===== src/rtl/iq_share_pkg.sv =====
package iq_share_pkg;
  typedef enum logic [1:0] {
    SHARE_DYNAMIC   = 2'd0,
    SHARE_PARTITION = 2'd1,
    SHARE_THRESHOLD = 2'd2
  } share_pol_e;
endpackage


===== src/rtl/iq_cap_calc.sv =====
module iq_cap_calc
  import iq_share_pkg::*;
#(
  parameter int unsigned NUM_ENTRIES = 8,
  parameter int unsigned NUM_THREADS = 2,
  parameter share_pol_e  POLICY      = SHARE_THRESHOLD,
  parameter int unsigned THRESH_PCT  = 75,
  parameter int unsigned CW          = $clog2(NUM_ENTRIES + 1)
) (
  input  logic                   clk_i,
  input  logic                   rst_ni,
  input  logic [NUM_THREADS-1:0] active_i,
  output logic [CW-1:0]          cap_o
);
  localparam int unsigned ACW     = $clog2(NUM_THREADS + 1);
  localparam int unsigned TAB_N   = 2 ** ACW;
  localparam int unsigned THR_CAP = NUM_ENTRIES * THRESH_PCT / 100;
  localparam int unsigned RST_CAP =
      (POLICY == SHARE_DYNAMIC)   ? NUM_ENTRIES :
      (POLICY == SHARE_PARTITION) ? NUM_ENTRIES / NUM_THREADS :
      (NUM_THREADS == 1)          ? NUM_ENTRIES : THR_CAP;

  logic [ACW-1:0] n_act;
  logic [CW-1:0]  cap_d, cap_q;
  logic [CW-1:0]  part_tab [TAB_N];

  always_comb begin
    n_act = '0;
    for (int i = 0; i < NUM_THREADS; i++) n_act = n_act + ACW'(active_i[i]);
  end

  // share table indexed by live active count; 0 or out of range -> all threads
  for (genvar k = 0; k < TAB_N; k++) begin : g_tab
    localparam int unsigned DIV = (k == 0 || k > NUM_THREADS) ? NUM_THREADS : k;
    assign part_tab[k] = CW'(NUM_ENTRIES / DIV);
  end

  if (POLICY == SHARE_DYNAMIC) begin : g_dyn
    assign cap_d = CW'(NUM_ENTRIES);
  end else if (POLICY == SHARE_PARTITION) begin : g_part
    assign cap_d = part_tab[n_act];
  end else begin : g_thr
    assign cap_d = (n_act == ACW'(1)) ? CW'(NUM_ENTRIES) : CW'(THR_CAP);
  end

  always_ff @(posedge clk_i or negedge rst_ni) begin
    if (!rst_ni) cap_q <= CW'(RST_CAP);
    else         cap_q <= cap_d;
  end

  assign cap_o = cap_q;
endmodule


===== src/rtl/iq_thread_ctr.sv =====
module iq_thread_ctr #(
  parameter int unsigned CW = 4
) (
  input  logic          clk_i,
  input  logic          rst_ni,
  input  logic          inc_i,
  input  logic          dec_i,
  output logic [CW-1:0] cnt_o
);
  logic [CW-1:0] cnt_q;

  always_ff @(posedge clk_i or negedge rst_ni) begin
    if (!rst_ni) begin
      cnt_q <= '0;
    end else begin
      unique case ({inc_i, dec_i})
        2'b10:   cnt_q <= cnt_q + CW'(1);
        2'b01:   if (cnt_q != '0) cnt_q <= cnt_q - CW'(1);
        default: cnt_q <= cnt_q;
      endcase
    end
  end

  assign cnt_o = cnt_q;
endmodule


===== src/rtl/iq_share_alloc.sv =====
module iq_share_alloc
  import iq_share_pkg::*;
#(
  parameter int unsigned NUM_ENTRIES = 8,
  parameter int unsigned NUM_THREADS = 2,
  parameter share_pol_e  POLICY      = SHARE_THRESHOLD,
  parameter int unsigned THRESH_PCT  = 75,
  localparam int unsigned CW         = $clog2(NUM_ENTRIES + 1)
) (
  input  logic                            clk_i,
  input  logic                            rst_ni,
  input  logic [NUM_THREADS-1:0]          active_i,
  input  logic [NUM_THREADS-1:0]          ins_req_i,
  input  logic [NUM_THREADS-1:0]          rel_i,
  output logic [NUM_THREADS-1:0]          full_o,
  output logic [NUM_THREADS-1:0]          ins_err_o,
  output logic [NUM_THREADS-1:0][CW-1:0]  thr_free_o,
  output logic [CW-1:0]                   glob_free_o
);
  localparam int unsigned SW = CW + $clog2(NUM_THREADS) + 1;

  logic [CW-1:0]                  cap;
  logic [NUM_THREADS-1:0][CW-1:0] cnt;
  logic [NUM_THREADS-1:0]         grant;
  logic [SW-1:0]                  occ_sum;

  iq_cap_calc #(
    .NUM_ENTRIES(NUM_ENTRIES), .NUM_THREADS(NUM_THREADS),
    .POLICY(POLICY), .THRESH_PCT(THRESH_PCT), .CW(CW)
  ) u_cap (
    .clk_i(clk_i), .rst_ni(rst_ni), .active_i(active_i), .cap_o(cap)
  );

  for (genvar t = 0; t < NUM_THREADS; t++) begin : g_thr
    iq_thread_ctr #(.CW(CW)) u_ctr (
      .clk_i(clk_i), .rst_ni(rst_ni),
      .inc_i(grant[t]), .dec_i(rel_i[t]), .cnt_o(cnt[t])
    );

    logic [CW-1:0] head;
    assign head          = (cap > cnt[t]) ? (cap - cnt[t]) : '0;
    assign full_o[t]     = (glob_free_o == '0) || (cnt[t] >= cap);
    assign thr_free_o[t] = (head < glob_free_o) ? head : glob_free_o;
  end

  always_comb begin
    occ_sum = '0;
    for (int t = 0; t < NUM_THREADS; t++) occ_sum = occ_sum + SW'(cnt[t]);
  end

  assign glob_free_o = CW'(SW'(NUM_ENTRIES) - occ_sum);

  // fixed priority, lowest thread first, bounded by global free space
  always_comb begin
    logic [CW-1:0] taken;
    taken = '0;
    grant = '0;
    for (int t = 0; t < NUM_THREADS; t++) begin
      if (ins_req_i[t] && !full_o[t] && (taken < glob_free_o)) begin
        grant[t] = 1'b1;
        taken    = taken + CW'(1);
      end
    end
  end

  assign ins_err_o = ins_req_i & ~grant;
endmodule


===== config.mk =====
export PLATFORM = sky130hd
export DESIGN_NAME = iq_share_alloc
export DESIGN_NICKNAME = d
export VERILOG_FILES = /design/src/rtl/iq_share_pkg.sv /design/src/rtl/iq_cap_calc.sv /design/src/rtl/iq_thread_ctr.sv /design/src/rtl/iq_share_alloc.sv
export SDC_FILE = /design/constraint.sdc
export NUM_CORES = 1
export LEC_CHECK = 0
export ABC_AREA = 1
export BUFFER_PORTS_ARGS = -buffer_cell sky130_fd_sc_hd__buf_2
export CAP_MARGIN = 10
export CORE_UTILIZATION = 59
export CTS_BUF_LIST = sky130_fd_sc_hd__clkbuf_2
export CTS_CLUSTER_SIZE = 8
export DETAILED_ROUTE_END_ITERATION = 6
export HOLD_SLACK_MARGIN = 0.06
export PLACE_DENSITY = 0.83
export SETUP_SLACK_MARGIN = 0.2
export SLEW_MARGIN = 25
export SYNTH_ARGS = -nofsm -noshare
export SYNTH_HDL_FRONTEND = slang
export SYNTH_SLANG_ARGS = --single-unit

===== constraint.sdc =====
create_clock -name clk_i -period 4.05 [get_ports clk_i]
set_input_delay 0.81 -clock clk_i [delete_from_list [all_inputs] [get_ports clk_i]]
set_output_delay 0.81 -clock clk_i [all_outputs]
set_load 0.1 [all_outputs]

---- Yosys cells after proc, flatten, opt, wreduce, memory -nomap -nowiden ----
Cells that the tools add are included.
storage, ports and cells
  register bits ........................... 12
  input bits .............................. 8
  output and inout port bits .............. 16
  word-level logic and storage cells ...... 56
operators by class
  $add $sub $neg .......................... 9
  magnitude comparators ................... 8
  eq/ne operators ......................... 7
  multiplexer cells ....................... 12
  bitwise logic cells ..................... 2
  reductions and logical operators ........ 15
operators with widths
  kind                                                   count
  two-way mux 4 bit                                      7
  one-hot mux 4 bit (2 select lines)                     2
  < comparator 4 bit                                     3
  adder 4 x 1 -> 4 bit, second input constant            2
  greater-or-equal comparator 4 bit                      2
  greater-than comparator 4 bit                          2
  nonzero test 4 bit                                     2
  subtractor 4 x 1 -> 4 bit, second input constant       2
  subtractor 4 bit                                       2
  equality test 2 x 1 -> 1 bit, second input constant    3
  adder 4 bit                                            1
  equality test 2 bit, second input constant             2
  logical AND 1 bit                                      4
  logical NOT 4 bit                                      1
  < comparator 1 x 4 -> 1 bit, first input constant      1
  inequality test 2 x 1 -> 1 bit, second input constant  2
  AND reduction 2 bit                                    2
  nonzero test 2 bit                                     2
  subtractor 4 bit, first input constant                 1
  two-way mux 1 bit                                      3
  adder 1 x 1 -> 2 bit                                   1
  bitwise AND 2 bit                                      1
  logical NOT 1 bit                                      2
  logical OR 1 bit                                       2
  inverter 2 bit                                         1

---- Longest topological paths before layout ----
Gate-level depths: netlist (run 1).
  depth in word-level cells ............... 14
  gate-level depth with buffers ........... 24

---- By module ----
Synthesis (run 1) repeated with hierarchy kept, for this count alone.
second synthesis, totals
  cell total of the unflattened synthesis .. 241
  area, all modules ....................... 1520.2 sq um
modules (own cells, without submodules)
  module          times used  cells each  area each (sq um)  sequential area each (sq um)
  iq_share_alloc  1           140         807.0              0.0
  iq_thread_ctr   2           44          306.5              100.1
  iq_cap_calc     1           13          100.1              51.3

---- Worst setup path after synthesis (run 1) ----
OpenSTA, ideal clock, no wires.
  path kind ............................... register -> output
  start point ............................. register g_thr[1].u_ctr.cnt_q[0]
  end point ............................... output thr_free_o[4] (netlist name)
  arrival ................................. 5.054 ns
  path slack .............................. -1.814 ns
  cell stages (with the launch flop) ...... 10
  path buffers ............................ 0
  path through ............................ dfrtp_1 > inv_1 > ha_1 > ha_1 > fa_1 > inv_1 > ha_1 > a21oi_1 > nand2_1 > o21ai_0
RTL lines
  item                    line                  source
  start, declared         iq_thread_ctr.sv:10   logic [CW-1:0] cnt_q;
  start signal, assigned  iq_thread_ctr.sv:17   2'b10: cnt_q <= cnt_q + CW'(1);
  start signal, assigned  iq_thread_ctr.sv:18   2'b01: if (cnt_q != '0) cnt_q <= cnt_q - CW'(1);
  start signal, assigned  iq_thread_ctr.sv:19   default: cnt_q <= cnt_q;
  end, declared           iq_share_alloc.sv:17  output logic [NUM_THREADS-1:0][CW-1:0] thr_free_o,

==> results of run 1 <==
## metrics by stage
step,hold WS (ps),worst slack [ps]
after floorplan,482,63.0
after global placement,526,406
after detailed placement,525,311
after CTS,389,187
after global routing,385,1.43
final,390,112
## final cells by class
type | count | area [µm²] | area share (%)
Multi-Input combinational cell | 149 | 1230 | 59.3
Sequential cell | 10 | 254 | 12.3
Tap cell | 28 | 35.0 | 1.69
Inverter | 41 | 156 | 7.55
Timing Repair Buffer | 40 | 377 | 18.2
Clock buffer | 4 | 20.0 | 0.967
## cell usage in the layout, fill, tap and decap left out, types with 7 or more instances in the layout
master and n:
nand2_1 40, inv_1 31, ha_1 19, buf_2 14
buf_4 14, nand2_2 11, inv_2 9, nor2_2 8
buf_12 8, dfrtp_1 7
## per-layer routing
layer  track usage [%]  routed length (µm)  vias up
met1              34.4                1880      752
met4              14.0                 293        0
met2              54.3                2280       80
met5                 0                   0        -
met3              3.80                 199       30
li1                  -                   -      730
## kinds of logic after synthesis
| kind of cell | synth area share (%) |
|---|---|
| xor+xnor | 4.71 |
| buf+inv | 10.5 |
| compound gates | 13.4 |
| flops | 17.2 |
| simple gates | 28.4 |
| fa+ha+maj | 25.7 |
## registers in the layout, indices dropped and copies added (netlist names)
signal / cells
g_thr.u_ctr.cnt_o: 8
u_cap.cap_o: 2
## critical path: cells and delay by family (launching register included)
family                   cells  cell delay [ps]
AO/OA/AOI/OAI                3              490
adder cells (fa/ha/maj)      4             1080
buffers and inverters        4              420
flip-flops                   1              430
AND/OR/NAND/NOR              4              460
## final timing paths
| check | cells past startpoint | from | endpoint |
|---|---|---|---|
| max in group asynchronous | 1 | rst_ni | u_cap.cap_o[2] |
| max | 15 | g_thr[0].u_ctr.cnt_o[1] | thr_free_o[1] |
| max reg2reg | 20 | g_thr[0].u_ctr.cnt_o[1] | g_thr[1].u_ctr.cnt_o[3] |
| min reg2reg | 2 | g_thr[0].u_ctr.cnt_o[0] | g_thr[0].u_ctr.cnt_o[0] |
| min in group clk_i | 2 | g_thr[0].u_ctr.cnt_o[0] | g_thr[0].u_ctr.cnt_o[0] |
| min | 1 | rst_ni | g_thr[1].u_ctr.cnt_o[0] |
## repair_timing
item,4_1_cts,5_1_grt
endpoints found under the setup margin,9,10
gates resized for setup,8,19
endpoints found under the hold margin,0,0
pin swaps,1,13
setup buffers,10,6
## cells in the mapped netlist, drive strengths merged
master | n | area share (%)
dfrtp | 9 | 15
dfstp | 1 | 1.8
nand2 | 54 | 16
nor2 | 17 | 5.6
fa | 5 | 6.9
a211oi | 1 | 0.51
a31oi | 2 | 0.86
ha | 22 | 19
nand4 | 5 | 2.1
a21o | 1 | 0.51
o211ai | 1 | 0.51
xor2 | 4 | 2.9
nand3 | 9 | 4.6
o21ai | 13 | 5.5
xnor2 | 3 | 1.8
inv | 41 | 11
o21ba | 1 | 0.69
a21oi | 11 | 4.8
==> summary.txt, run 1 <==
Clocking
  – CTS tree: done
  – H-tree levels: 1
  – Clk Latency, worst-skew pair: 250 ps
  – CTS Buf Count: 3
  – Num Clock Sinks: 10
  – Root Buffer: clkbuf_2
  – CTS Hold Bufs: 0
  – Deepest clock path buffer count: 2
  – Clock transition at path regs: 90 ps

Floorplanning
  – Die Y: 51.7 µm
  – Core area: 2280 µm²
  – Top-level port count: 24
  – Die width: 51.7 µm
  – Row cnt: 17
  – Full die area: 2680 µm²
  – Initial core utilization: 64.2%

Status
  – Outcome: finished clean

Final layout
  – Antenna Cells: 0
  – Final Core Density: 91.0%
  – Nets@finish: 280
  – P&R area growth vs syn: 41.8%
  – Fill count: 97
  – Fin cells: 272
  – Design area: 2070 µm²
  – Share of cells above drive strength 1: 45.5%

Critical path
  – Crit path max fanout: 6
  – Slowest cell on crit path: dfrtp_1
  – Max stage delay on crit path: 430 ps
  – Reg2reg setup slack: 320 ps
  – CP arrival: 3130 ps
  – Crit path kind: reg2out
  – Worst setup EP type: output port
  – Startpoint Class: flop
  – Worst path cell trace: ha_1 -> inv_1 -> ha_2 -> fa_2 -> nand2_2 -> inv_2 -> nor2_2 -> nand2_2 -> nand2_4 -> ha_4 -> a21oi_4 -> o21ai_4 -> buf_6 -> o21ai_4 -> buf_12
  – CP required: 3240 ps

Global route
  – Number of global-route vias before repair: 1,451
  – First-pass GRT wire length: 6020 µm
  – Largest net degree at the start of global routing: 11
  – Gr ovfl total: 0
  – Initial antenna violation count: 0
  – Total global routing track utilization: 29.9%

Synthesis
  – Syn Std Cell Area: 1460 µm²
  – Sequential area share after synthesis: 17.2%
  – Syn Inst Count: 200
  – Netlist cell types: 30
  – Synth Register Bits: 10
  – Avg Cell Area, Syn: 7.30 µm²
  – Synth warn: 0
  – Syn_nets: 235

Placed design
  – Post-DP Area: 1840 µm²
  – Port Buf Inserts: 23
  – DP HPWL: 2800 µm
  – Routability cong.: 0.850
  – Placed Cells: 252

Timing
  – Max Fclk: 254 MHz
  – Final setup fails: 0
  – Final Skew: 4.00 ps
  – Clock period minus final worst setup slack: 3940 ps
  – RSZ-0062 raised after global routing: yes
  – Setup TNS: 0 ps
  – Total count of hold-check failures in the final report: 0
  – Period utilization: 97.2%
  – Slew HR: 66.5%
  – Tightest Pin Transition: 506 ps
  – Fin. max-slew vios: 0

Drt
  – Post-Route WL: 4660 µm
  – Initial drt markers: 43
  – DR WL/cell: 17.1 µm
  – Remaining antenna violation count after routing: 0
  – Vias: 1,592
  – Vias per cell: 5.85
  – DRC: 0
  – First-pass detailed-route iteration total: 4

Job
  – Max_cap viols: 0

Hold path
  – Worst Hold Class: in2async
Power of run 1 is not shown: default switching activity piles up to over one toggle a cycle in this logic, so the estimate is an artifact.
==> run 2, diff against run 1 <==
--- a/config.mk
+++ b/config.mk
@@ -5,7 +5,6 @@
 export SDC_FILE = /design/constraint.sdc
 export NUM_CORES = 1
 export LEC_CHECK = 0
-export ABC_AREA = 1
 export BUFFER_PORTS_ARGS = -buffer_cell sky130_fd_sc_hd__buf_2
 export CAP_MARGIN = 10
 export CORE_UTILIZATION = 59
==> summary.txt, run 2 <==
Synthesis
  – Syn_nets: 195
  – FFs w/ async S/R, synth: 100%
  – Largest area contributor in the netlist: ha_1
  – Synth Register Bits: 10
  – EDFF count, synth: 0
  – Syn Std Cell Area: 1440 µm²
  – Post-synthesis xor/xnor area fraction: 7.85%
  – Post-Synth Simple-Gate Area: 16.6%
  – Sequential area share after synthesis: 17.5%
  – Compound-Gate Fraction of Synth Area: 17.9%
  – Synth warn: 0
  – Post-synthesis mux area share: 7.50%
  – Synth top area cells: ha_1 19%, dfrtp_1 16%, fa_1 7.0%, inv_1 5.5%, xnor2_1 5.5%
  – Count leader, synth: ha_1
  – Synth top area share: 19.2%
  – Top post-synthesis cells by count: 22 x ha_1, 21 x inv_1, 10 x a21oi_1, 9 x dfrtp_1, 9 x xnor2_1
  – Avg Cell Area, Syn: 8.97 µm²
  – Synth Area in Adders: 26.2%
  – Largest family of logic cells by synthesized area: adder cells
  – Netlist cell types: 46
  – Ys flop type: dfrtp_1
  – Syn Inst Count: 160

Placed design
  – Setup slack at placement: 27.3 ps
  – Placed Cells: 219
  – Port Buf Inserts: 23
  – DP HPWL: 3230 µm
  – Routability cong.: 0.813
  – Post-DP Area: 1940 µm²

Clocking
  – CTS Hold Bufs: 0
  – Num Clock Sinks: 10
  – H-tree levels: 1
  – Deepest clock path buffer count: 2
  – Root Buffer: clkbuf_2
  – CTS Buf Count: 3

Status
  – Stopped at: global routing
  – Error msg: [ERROR DPL-0038] Utilization greater than 100%, impossible to legalize
  – Outcome: did not finish

Timing
  – Worst endpoint type: primary output
  – Critical endpoint after global-route timing repair: thr_free_o[2]

Floorplanning
  – Die Y: 51.3 µm
  – Row cnt: 17
  – Initial core utilization: 63.7%
  – Top-level port count: 24
  – Die width: 51.3 µm

Global route
  – Largest net degree at the start of global routing: 11
## run 2: cell count changes after synthesis, moves of 6 or more
| cell | change |
|---|---|
| inv_1 | -16 |
| nor2_1 | -8 |
| nand2_1 | -41 |
| xnor2_1 | +6 |
| mux2_2 | +6 |
## run 2: timing repair
action                     4_1_cts
resized for setup               22
setup endpoints to repair       10
buffers inserted                11
pin swaps                       11
## run 2: cells by family after synthesis
group,Yosys count
flops,10
compound gates,36
xor+xnor,12
buf+inv,24
mux,10
fa+ha+maj,27
simple gates,41
## run 2: stage by stage
stage | util [%] | hold slack [ps]
after floorplan | - | 484
after CTS | 93.8 | 379
after detailed placement | 85.9 | 527
after global placement | 85.9 | 514
==> run 3, diff against run 2 <==
--- a/config.mk
+++ b/config.mk
@@ -7,13 +7,10 @@
 export LEC_CHECK = 0
 export BUFFER_PORTS_ARGS = -buffer_cell sky130_fd_sc_hd__buf_2
 export CAP_MARGIN = 10
-export CORE_UTILIZATION = 59
-export CTS_BUF_LIST = sky130_fd_sc_hd__clkbuf_2
-export CTS_CLUSTER_SIZE = 8
+export CORE_AREA = 2 2 63 65
 export DETAILED_ROUTE_END_ITERATION = 6
-export HOLD_SLACK_MARGIN = 0.06
-export PLACE_DENSITY = 0.83
-export SETUP_SLACK_MARGIN = 0.2
+export DIE_AREA = 0 0 65 67
+export PLACE_DENSITY_LB_ADDON = 0.15
 export SLEW_MARGIN = 25
 export SYNTH_ARGS = -nofsm -noshare
 export SYNTH_HDL_FRONTEND = slang
==> summary.txt, run 3 <==
Drt
  – Vias: 1,312
  – Remaining antenna violation count after routing: 0
  – Vias per cell: 5.17
  – First-pass detailed-route iteration total: 4
  – DR WL/cell: 13.5 µm
  – DRC: 0
  – Post-Route WL: 3420 µm
  – Initial drt markers: 45

Global route
  – Total global routing track utilization: 17.8%
  – First-pass GRT wire length: 5930 µm
  – Largest net degree at the start of global routing: 11
  – Number of global-route vias before repair: 1,316
  – Initial antenna violation count: 0
  – Gr ovfl total: 0

Status
  – Outcome: finished clean

Floorplanning
  – Die Y: 67 µm
  – Die width: 65 µm
  – Full die area: 4360 µm²
  – Core area: 3610 µm²
  – Initial core utilization: 39.8%
  – Row cnt: 22
  – Top-level port count: 24

Placed design
  – Port Buf Inserts: 23
  – DP HPWL: 2760 µm
  – Routability cong.: 0.830
  – Placed Cells: 240

Final layout
  – Antenna Cells: 0
  – Max reg flops: 8
  – Most frequent cells in the layout: 20 x inv_1, 20 x buf_4, 19 x ha_1, 13 x buf_2, 9 x dfrtp_1
  – Nets@finish: 242
  – P&R area growth vs syn: 46.9%
  – Final Core Density: 58.5%
  – Share of cells above drive strength 1: 40.3%
  – Fill count: 323
  – Fin cells: 254

Critical path
  – CP endpoint: thr_free_o[6]
  – CP arrival: 3210 ps
  – R2R cell count: 17
  – Startpoint Class: flop
  – CP required: 3240 ps
  – CP Launch Point: u_cap.cap_o[2]
  – Worst reg2reg endpoint: g_thr[1].u_ctr.cnt_o[3]
  – Reg2reg setup slack: 370 ps
  – Crit path max fanout: 5
  – Crit path kind: reg2out
  – Worst setup EP type: output port
  – Reg-to-Reg Start: g_thr[0].u_ctr.cnt_o[1]

Timing
  – Tightest Pin Transition: 486 ps
  – Slew HR: 67.8%
  – Max Fclk: 249 MHz
  – Final Skew: 1.81 ps
  – Total count of hold-check failures in the final report: 0
  – Fin. max-slew vios: 0
  – Period utilization: 99.3%
  – Setup TNS: 0 ps
  – Final setup fails: 0
  – Clock period minus final worst setup slack: 4020 ps
  – RSZ-0062 raised after global routing: yes

Synthesis
  – Netlist cell types: 46
  – Avg Cell Area, Syn: 8.97 µm²
  – Syn Std Cell Area: 1440 µm²
  – EDFF count, synth: 0
  – Largest area contributor in the netlist: ha_1
  – Synth Register Bits: 10
  – Syn_nets: 195
  – Syn Inst Count: 160
  – Top post-synthesis cells by count: 22 x ha_1, 21 x inv_1, 10 x a21oi_1, 9 x dfrtp_1, 9 x xnor2_1
  – Sequential area share after synthesis: 17.5%
  – Count leader, synth: ha_1
  – Synth top area cells: ha_1 19%, dfrtp_1 16%, fa_1 7.0%, inv_1 5.5%, xnor2_1 5.5%
  – Synth warn: 0
  – Synth top area share: 19.2%
  – Ys flop type: dfrtp_1
  – FFs w/ async S/R, synth: 100%

Clocking
  – CTS Buf Count: 3
  – Deepest clock path buffer count: 2
  – Clock transition at path regs: 40 ps
  – Clk Latency, worst-skew pair: 230 ps
  – Root Buffer: clkbuf_8
  – CTS tree: done
  – Num Clock Sinks: 10
  – H-tree levels: 1
  – CTS Hold Bufs: 0

Hold path
  – Worst Hold Class: in2async

Job
  – Max_cap viols: 0
-- run 3: worst min-delay path by stage --
stage | start | endpoint | slack [ps] | cells after the start
global placement | g_thr[1].u_ctr.cnt_o[2] | g_thr[1].u_ctr.cnt_o[2] | 510 | 1
finish | rst_ni | u_cap.cap_o[3] | 430 | 1
detailed placement | g_thr[1].u_ctr.cnt_o[2] | g_thr[1].u_ctr.cnt_o[2] | 530 | 1
global route | rst_ni | u_cap.cap_o[3] | 440 | 1
CTS | rst_ni | u_cap.cap_o[3] | 430 | 1
floorplan | g_thr[0].u_ctr.cnt_o[0] | g_thr[0].u_ctr.cnt_o[0] | 480 | 1
-- run 3: logic make-up (layout without fill, tap and decap cells) --
group / Yosys count / count (layout) / share of synthesized area [%]
muxes: 10 / 10 / 7.50
DFF: 10 / 10 / 17.5
buffers and inverters: 24 / 70 / 6.54
xor gates and xnor gates: 12 / 12 / 7.85
and+or+nand+nor: 41 / 41 / 16.6
AOI/OAI and AO/OA: 36 / 36 / 17.9
adders and majority gates: 27 / 27 / 26.2
-- run 3: cell type report --
type | instances | area [µm²] | share of cell area (%)
clock buffers | 4 | 55.1 | 2.61
inverters | 22 | 82.6 | 3.92
multi-input cells | 126 | 1250 | 59.5
flip-flops and latches | 10 | 251 | 11.9
well taps | 48 | 60.1 | 2.85
repair buffers | 44 | 405 | 19.2
-- run 3: repair_timing --
| item | 4_1_cts | 5_1_grt |
|---|---|---|
| resized for setup | 9 | 14 |
| setup buffers | 6 | 4 |
| gates cloned | 0 | 0 |
| pin swaps | 13 | 10 |
| setup endpoints to repair | 6 | 6 |
-- run 3: critical path, cell delays in order, from the launching register on --
cell and delay (ps):
dfstp_2 530, inv_1 60, fa_2 380, and2b_1 210, o21ai_1 70, a32oi_2 270
nor3b_4 260, ha_2 300, o21ai_0 180, a21oi_1 110, o21ai_2 120, mux2_4 340
buf_12 170
-- run 3: through the flow --
stage | hold WS (ps) | setup slack [ps] | area (µm²)
finish | 425 | 27.3 | 2110
detailed placement | 535 | -52.4 | 1880
global route | 438 | -128 | 2110
floorplan | 482 | -212 | 1520
global placement | 512 | 93.4 | 1880
CTS | 428 | -43.8 | 2020
-- run 3: routing by layer --
layer	wire [µm]	track usage, %	part of all wire, %	up-vias
li1	-	-	-	664
met1	1530	21.5	45	615
met2	1720	31.4	50	24
met3	102	3.04	3.0	9
met4	62	6.65	1.8	0
met5	0	0	0	-
Power of run 3 is left out for the same reason.
==> run 4, diff against run 3 <==
--- a/config.mk
+++ b/config.mk
@@ -5,11 +5,11 @@
 export SDC_FILE = /design/constraint.sdc
 export NUM_CORES = 1
 export LEC_CHECK = 0
+export ABC_AREA = 1
 export BUFFER_PORTS_ARGS = -buffer_cell sky130_fd_sc_hd__buf_2
 export CAP_MARGIN = 10
-export CORE_AREA = 2 2 63 65
+export CORE_UTILIZATION = 28
 export DETAILED_ROUTE_END_ITERATION = 6
-export DIE_AREA = 0 0 65 67
 export PLACE_DENSITY_LB_ADDON = 0.15
 export SLEW_MARGIN = 25
 export SYNTH_ARGS = -nofsm -noshare
==> summary.txt, run 4 (synthesized netlist as in run 1, its figures left out) <==
Status
  – Outcome: finished clean

Critical path
  – Crit path kind: reg2out
  – CP required: 3240 ps
  – Worst setup EP type: output port
  – Startpoint Class: flop
  – CP arrival: 3110 ps
  – Crit path max fanout: 6

Final layout
  – Fin cells: 298
  – Share of cells above drive strength 1: 34.2%
  – P&R area growth vs syn: 35.0%
  – Antenna Cells: 0
  – Register area: 253 µm²
  – Fill count: 525
  – Most frequent cells in the layout: 44 x nand2_1, 35 x inv_1, 21 x ha_1, 15 x buf_2, 9 x nor2_1
  – Commonest non-fill, non-tap cell in the layout: nand2_1
  – Nets@finish: 267
  – Multi-input gate area: 1170 µm²
  – Max reg flops: 8

Drt
  – Post-Route WL: 3310 µm
  – Vias per cell: 4.31
  – DRC: 0
  – Remaining antenna violation count after routing: 0
  – Vias: 1,284
  – Initial drt markers: 26
  – DR WL/cell: 11.1 µm
  – First-pass detailed-route iteration total: 4

Timing
  – Clock period minus final worst setup slack: 3920 ps
  – Fin. max-slew vios: 0
  – Period utilization: 96.7%
  – Fin Hold WS: 426 ps
  – Final Skew: 0.888 ps
  – Tightest Pin Transition: 498 ps
  – Setup TNS: 0 ps
  – Max Fclk: 255 MHz
  – RSZ-0062 raised after global routing: yes
  – Slew HR: 67.0%
  – Final setup fails: 0
  – Total count of hold-check failures in the final report: 0

Clocking
  – Num Clock Sinks: 10
  – Clock transition at path regs: 50 ps
  – CTS Hold Bufs: 0
  – Deepest clock path buffer count: 2
  – CTS Buf Count: 3
  – Root Buffer: clkbuf_8
  – CTS tree: done
  – Clk Latency, worst-skew pair: 240 ps
  – H-tree levels: 1

Floorplanning
  – Full die area: 5510 µm²
  – Die width: 74.2 µm
  – Die Y: 74.2 µm
  – Initial core utilization: 29.9%
  – Top-level port count: 24
  – Row cnt: 25
  – Core area: 4880 µm²

Placed design
  – Port Buf Inserts: 23
  – DP HPWL: 2870 µm
  – Placed Cells: 292
  – Routability cong.: 0.767

Job
  – Max_cap viols: 0

Global route
  – Initial antenna violation count: 0
  – Largest net degree at the start of global routing: 11
  – First-pass GRT wire length: 5770 µm
  – Total global routing track utilization: 13.6%
  – Gr ovfl total: 0
  – Number of global-route vias before repair: 1,279

Hold path
  – Worst Hold Class: in2async
-- run 4: cell count changes in the layout (fill, tap and decap cells not counted), sizes merged, moves of 6 or more --
cell | previous run | this run
buf | 43 | 26
nand2 | 6 | 54
o21ai | 5 | 13
inv | 22 | 41
xnor2 | 10 | 3
mux2 | 6 | 0
nor2 | 6 | 17
-- run 4: path summary, 6_finish.rpt --
check,from,endpoint,slack (ps),cells past startpoint
min in group clk_i,g_thr[0].u_ctr.cnt_o[0],g_thr[0].u_ctr.cnt_o[0],490,1
min reg2reg,g_thr[0].u_ctr.cnt_o[0],g_thr[0].u_ctr.cnt_o[0],490,1
max reg2reg,g_thr[1].u_ctr.cnt_o[1],g_thr[1].u_ctr.cnt_o[3],420,20
max,g_thr[1].u_ctr.cnt_o[1],thr_free_o[0],130,14
max in group asynchronous,rst_ni,u_cap.cap_o[2],3370,1
min,rst_ni,u_cap.cap_o[3],430,1
-- run 4: timing repair --
| item | 4_1_cts | 5_1_grt |
|---|---|---|
| gates resized for setup | 0 | 9 |
| endpoints found under the setup margin | 0 | 8 |
| endpoints found under the hold margin | 0 | 0 |
| buffers inserted | 0 | 2 |
-- run 4: worst max-delay path, cell delays in order, from the launching register on --
cell     delay [ps]
dfrtp_1         420
ha_1            290
inv_1            40
ha_1            200
fa_2            390
nor2_1          140
nor2_2           50
nand2_2          90
nand2_4         100
ha_4            300
nand2_1          90
o21ai_4         320
nand2_1         150
o21ai_4         100
buf_12          190
-- run 4: cell type report --
class / count / share of cell area, %
multi-input cells: 149 / 59.5
clock buffers: 4 / 2.79
inverters: 41 / 7.80
well taps: 67 / 4.25
flip-flops and latches: 10 / 12.8
repair buffers: 27 / 12.8
-- run 4: stage by stage --
step                area (µm²)  worst slack (ps)  util [%]
finish                    1970               134      40.4
global route              1970             -19.7      40.4
CTS                       1920              39.2      39.3
detailed placement        1860               308      38.2
global placement          1860               258      38.2
floorplan                 1540              2.83         -
-- run 4: metal layers --
layer | part of all wire [%] | wire length (µm) | GRT usage, % | up-vias
met4 | 0.88 | 29 | 3.14 | 0
met1 | 50 | 1670 | 18.6 | 559
li1 | - | - | - | 698
met5 | 0 | 0 | 0 | -
met2 | 47 | 1550 | 23.3 | 22
met3 | 2.1 | 70 | 1.22 | 5
Power of run 4 is left out for the same reason.
